$ cat src/rtl/coal_pkg.sv
package coal_pkg;
  typedef struct packed {
    logic load;    // capture a new instruction
    logic retire;  // current transaction handed off
  } coal_strobe_t;
endpackage

$ cat src/rtl/coal_ctrl.sv
module coal_ctrl
  import coal_pkg::*;
(
  input  logic         clk,
  input  logic         rstN,
  input  logic         inValid,
  input  logic         txReady,
  input  logic         busy,
  output logic         inReady,
  output coal_strobe_t strobes
);
  assign inReady        = !busy;
  assign strobes.load   = inValid && inReady;
  assign strobes.retire = busy && txReady;

  // no acceptance while transactions remain
  a_r2_no_accept_busy: assert property (@(posedge clk) disable iff (!rstN)
    busy |-> !strobes.load);
  // a retire in the busy state can only clear, never refill
  a_r2_retire_no_load: assert property (@(posedge clk) disable iff (!rstN)
    strobes.retire |-> !strobes.load);
endmodule

$ cat src/rtl/coal_lane_pick.sv
module coal_lane_pick #(
  parameter int LANES = 32,
  localparam int IDX_W = $clog2(LANES)
) (
  input  logic [LANES-1:0] req,
  output logic [IDX_W-1:0] idx,
  output logic             any
);
  always_comb begin
    idx = '0;
    any = 1'b0;
    for (int i = LANES - 1; i >= 0; i--) begin
      if (req[i]) begin
        idx = IDX_W'(i);
        any = 1'b1;
      end
    end
  end
endmodule

$ cat src/rtl/coal_datapath.sv
module coal_datapath
  import coal_pkg::*;
#(
  parameter int LANES       = 32,
  parameter int ADDR_W      = 32,
  parameter int BURST_BYTES = 64,
  localparam int OFF_W = $clog2(BURST_BYTES),
  localparam int IDX_W = $clog2(LANES)
) (
  input  logic                    clk,
  input  logic                    rstN,
  input  coal_strobe_t            strobes,
  input  logic [LANES-1:0]        inActive,
  input  logic [LANES*ADDR_W-1:0] inAddr,
  output logic                    busy,
  output logic                    txValid,
  output logic [ADDR_W-1:0]       txAddr,
  output logic [LANES-1:0]        txMask
);
  logic [ADDR_W-1:0]       laneAddr [LANES];
  logic [LANES-1:0]        pending;
  logic [IDX_W-1:0]        leadIdx;
  logic                    leadAny;
  logic [ADDR_W-OFF_W-1:0] leadTag;
  logic [LANES-1:0]        match;

  always_ff @(posedge clk or negedge rstN) begin
    if (!rstN) begin
      pending <= '0;
    end else if (strobes.load) begin
      pending <= inActive;
    end else if (strobes.retire) begin
      pending <= pending & ~match;
    end
  end

  generate
    for (genvar g = 0; g < LANES; g++) begin : g_lane
      always_ff @(posedge clk or negedge rstN) begin
        if (!rstN) laneAddr[g] <= '0;
        else if (strobes.load) laneAddr[g] <= inAddr[g*ADDR_W +: ADDR_W];
      end
      assign match[g] = pending[g] &&
                        (laneAddr[g][ADDR_W-1:OFF_W] == leadTag);
    end
  endgenerate

  coal_lane_pick #(.LANES(LANES)) i_pick (
    .req (pending),
    .idx (leadIdx),
    .any (leadAny)
  );

  assign leadTag = laneAddr[leadIdx][ADDR_W-1:OFF_W];
  assign busy    = leadAny;
  assign txValid = leadAny;
  assign txAddr  = {leadTag, {OFF_W{1'b0}}};
  assign txMask  = match;

  // lead lane lies inside the emitted burst
  a_r3_lead_in_burst: assert property (@(posedge clk) disable iff (!rstN)
    txValid |-> ((laneAddr[leadIdx] - txAddr) < ADDR_W'(BURST_BYTES)));
  // a valid transaction always serves at least one lane
  a_r6_mask_nonempty: assert property (@(posedge clk) disable iff (!rstN)
    txValid |-> (txMask != '0));
  // consecutive transactions of one instruction are disjoint
  a_r6_disjoint: assert property (@(posedge clk) disable iff (!rstN)
    (txValid && strobes.retire) |=> ((txMask & $past(txMask)) == '0));
  // stalled transaction holds
  a_r9_hold: assert property (@(posedge clk) disable iff (!rstN)
    (txValid && !strobes.retire) |=>
      (txValid && $stable(txAddr) && $stable(txMask)));
  // served lanes are a subset of the lanes still pending
  a_r4_mask_in_pending: assert property (@(posedge clk) disable iff (!rstN)
    txValid |-> ((txMask & ~pending) == '0));
endmodule

$ cat src/rtl/warp_coalescer.sv
module warp_coalescer
  import coal_pkg::*;
#(
  parameter int LANES       = 32,
  parameter int ADDR_W      = 32,
  parameter int BURST_BYTES = 64
) (
  input  logic                    clk,
  input  logic                    rstN,
  input  logic                    inValid,
  output logic                    inReady,
  input  logic [LANES-1:0]        inActive,
  input  logic [LANES*ADDR_W-1:0] inAddr,
  output logic                    txValid,
  input  logic                    txReady,
  output logic [ADDR_W-1:0]       txAddr,
  output logic [LANES-1:0]        txMask
);
  coal_strobe_t strobes;
  logic         busy;

  coal_ctrl i_ctrl (
    .clk     (clk),
    .rstN    (rstN),
    .inValid (inValid),
    .txReady (txReady),
    .busy    (busy),
    .inReady (inReady),
    .strobes (strobes)
  );

  coal_datapath #(
    .LANES       (LANES),
    .ADDR_W      (ADDR_W),
    .BURST_BYTES (BURST_BYTES)
  ) i_dp (
    .clk      (clk),
    .rstN     (rstN),
    .strobes  (strobes),
    .inActive (inActive),
    .inAddr   (inAddr),
    .busy     (busy),
    .txValid  (txValid),
    .txAddr   (txAddr),
    .txMask   (txMask)
  );

  // inReady and txValid are never both high
  a_r2_ready_excl: assert property (@(posedge clk) disable iff (!rstN)
    txValid |-> !inReady);
  // emitted address is burst aligned
  a_r3_aligned: assert property (@(posedge clk) disable iff (!rstN)
    txValid |-> (txAddr % ADDR_W'(BURST_BYTES) == '0));
endmodule

$ cat config.mk
export PLATFORM = sky130hd
export DESIGN_NAME = warp_coalescer
export DESIGN_NICKNAME = d
export VERILOG_FILES = /design/src/rtl/coal_pkg.sv /design/src/rtl/coal_ctrl.sv /design/src/rtl/coal_lane_pick.sv /design/src/rtl/coal_datapath.sv /design/src/rtl/warp_coalescer.sv
export SDC_FILE = /design/constraint.sdc
export NUM_CORES = 2
export LEC_CHECK = 0
export BUFFER_PORTS_ARGS = -buffer_cell sky130_fd_sc_hd__buf_2
export CORE_AREA = 5 5 434 436
export CTS_CLUSTER_SIZE = 20
export DETAILED_ROUTE_END_ITERATION = 10
export DIE_AREA = 0 0 439 441
export SYNTH_ARGS = -nofsm -noshare
export SYNTH_HDL_FRONTEND = slang
export SYNTH_SLANG_ARGS = --single-unit
$ cat constraint.sdc
create_clock -name clk -period 11.5 [get_ports clk]
set_input_delay 1.725 -clock clk [delete_from_list [all_inputs] [get_ports clk]]
set_output_delay 1.725 -clock clk [all_outputs]
set_load 0.01 [all_outputs]
==> reports/summary.txt <==
Maximum capacitance violations: 0
Status: completed
Req. time, crit path: 9780 ps
Vias in the first global route: 43.3k
Mux cell area share after synthesis: 24.7%
Slew HR: 14.5%
Cells resized by post-CTS repair: 0
Crit path time final: 10750 ps
Critical Path Fanout Max: 23
Via/cell ratio: 5.57
CTS sink count: 864
Hold Vio Cnt, Final: 0
WP data arrival: 9020 ps
Die H: 441 µm
Post-synthesis cell area: 50800 µm²
Initial core utilization: 27.6%
Post-Synth Simple-Gate Area: 8.11%
Initial antenna violation count: 138
Worst Tran Pin Value: 1280 ps
Clk root buf: clkbuf_16
Clock latency on the worst-skew pair: 790 ps
GRT Total Usage: 30.7%
H-tree Lvls: 3
Final setup vio count: 0
Setup TNS: 0 ps
Synth area leader: dfrtp_1
CP startpoint kind: flop
Post-Route WL: 308000 µm
Avg Cell Area, Syn: 11.5 µm²
Main combinational cell family by area after synthesis: multiplexers
Post-synth EDFFs: 0
Final period util: 93.5%
Synthesis Warnings: 0
Chip Width: 439 µm
Longest Clk Path Bufs: 3
Commonest cells in the netlist: dfrtp_1, mux2_2, xor2_1, xnor2_1, nand2_1
Detailed Route Iter0 Violations: 5292
Gpl congestion: 0.971
Netlist cell types: 80
Worst R2R Setup Slack: 3580 ps
CORE AREA: 184000 µm²
DP HPWL: 249000 µm
RSZ-0062 raised after global routing: false
Seq/Total Area, Yosys: 42.6%
Cts hold-fix bufs: 0
Die area: 194000 µm²
Fin. max-slew vios: 0
Port bufs: 927
Xor-xnor portion of the synthesized cell area: 14.7%
Synth async-reset ratio: 100%
Yosys top cell area share: 42.6%
Share of cells above drive strength 1: 40.7%
Routed len/inst: 38.9 µm
Nets: 6350
Postcts setup bufs: 0
Number of synthesized register bits: 864
Remaining antenna violation count after routing: 0
CTS clk-pin slew, worst paths: 60 ps
Largest net degree at the start of global routing: 209
Kind of critical path: reg -> out
DR vias: 44.2k
Setup crit end kind: output port
Top FF cell, synth: dfrtp_1
Area Overhead vs Synth: 22.5%
Top post-synthesis cells by area: dfrtp_1, mux2_2, xor2_1, xnor2_1, mux2i_1
Clock skew: 44.0 ps
CTS buffer count: 104
Dominant cell by count in the synthesized netlist: dfrtp_1
Compound-cell area share of the yosys netlist: 6.50%
Worst Hold Class: reg -> reg
CTS tree: done
Num rows: 158
IO Count: 1126
Synthesized instance count: 4415
First-pass GRT wire length: 399000 µm
Overflow after GRT: 0
Fill cell count: 18.8k
Max frequency: 93.0 MHz
Adder-cell area share of the yosys netlist: 0%
Drt pass-1 iters: 5
DRC violations left: 0
-- worst paths after layout --
kind | start | endpoint | depth (start not counted)
setup / recovery | i_dp.pending[18] | txMask[8] | 16
hold reg to reg | i_dp.laneAddr[856] | i_dp.laneAddr[856] | 1
hold / removal | i_dp.laneAddr[856] | i_dp.laneAddr[856] | 1
setup reg to reg | i_dp.pending[23] | i_dp.pending[21] | 15
min in group asynchronous | rstN | i_dp.laneAddr[814] | 1
max in group asynchronous | rstN | i_dp.laneAddr[267] | 3
-- registers in the layout, summed over array words and instances, names as in the netlist --
signal,flops
i_dp.laneAddr,832
i_dp.pending,32
-- layer usage --
layer	part of all wire (%)	global-route usage (%)	up-vias
li1	-	-	17759
met1	39	38.4	22757
met2	44	47.1	2862
met3	9.1	7.90	728
met4	7.6	19.7	52
met5	0.10	0	-
-- stage by stage --
stage	cell area (µm²)	util (%)	hold slack [ps]	instances	worst slack, ps
after global routing	62100	33.7	582	7895	874
after CTS	62000	33.7	556	7854	1220
after floorplan	50800	-	510	4420	5340
final	62200	33.8	560	7934	752
after detailed placement	58500	31.8	541	7664	2090
after global placement	58500	31.8	539	7664	2160
-- cells by family after synthesis --
| logic type | count (synthesis) |
|---|---|
| AO/OA/AOI/OAI | 461 |
| XOR/XNOR | 855 |
| buffers and inverters | 349 |
| flip-flops | 864 |
| multiplexers | 1071 |
| other | 1 |
| AND/OR/NAND/NOR | 814 |
-- cells in the final DEF (no fill, tap or decap), types with 10 or more instances in the layout --
master,count
mux4_2,62
a22oi_1,19
nand3_1,89
and3_1,20
xnor2_1,384
clkbuf_16,106
inv_1,45
a31oi_1,27
dfrtp_1,864
diode_2,80
o22ai_1,20
o31ai_1,10
a21oi_1,83
mux2_2,827
a221oi_1,22
and2_1,22
nand2_1,279
o21ai_1,10
a32oi_1,12
nor4_1,104
nor2_1,82
a2111oi_0,14
nand4_1,93
o2111ai_1,25
nor3_1,59
o211ai_1,15
mux2i_1,182
buf_2,926
o21ai_0,56
bufinv_16,11
clkbuf_1,30
a31o_2,10
or4_1,10
xor2_1,471
clkbuf_8,11
buf_4,125
buf_12,15
a211oi_1,10
a22o_1,27
-- layout make-up --
cell class	instances	area, µm²	share of cell area (%)
multi-input cells	3207	27700	44.5
clock buffers	147	2920	4.69
flip-flops and latches	864	21600	34.7
inverters	46	173	0.278
well taps	2480	3100	4.99
repair buffers	1067	5890	9.46
clock inverters	43	601	0.965
diodes	80	200	0.322
-- worst max-delay path, stage by stage, from the launching register on --
cell and delay, ps:
dfrtp_1 510, nor4_1 880, o21a_1 260, a21boi_1 150, nor2_4 750, buf_12 270, mux4_2 350, a22oi_1 880
o221ai_1 660, nor4_4 460, buf_4 430, xnor2_1 110, nor4_1 280, o2111ai_1 360, or4_1 840, nor2_1 690
buf_2 260
Power is not shown: default switching activity piles up to over one toggle a cycle in this logic, so the estimate is an artifact.
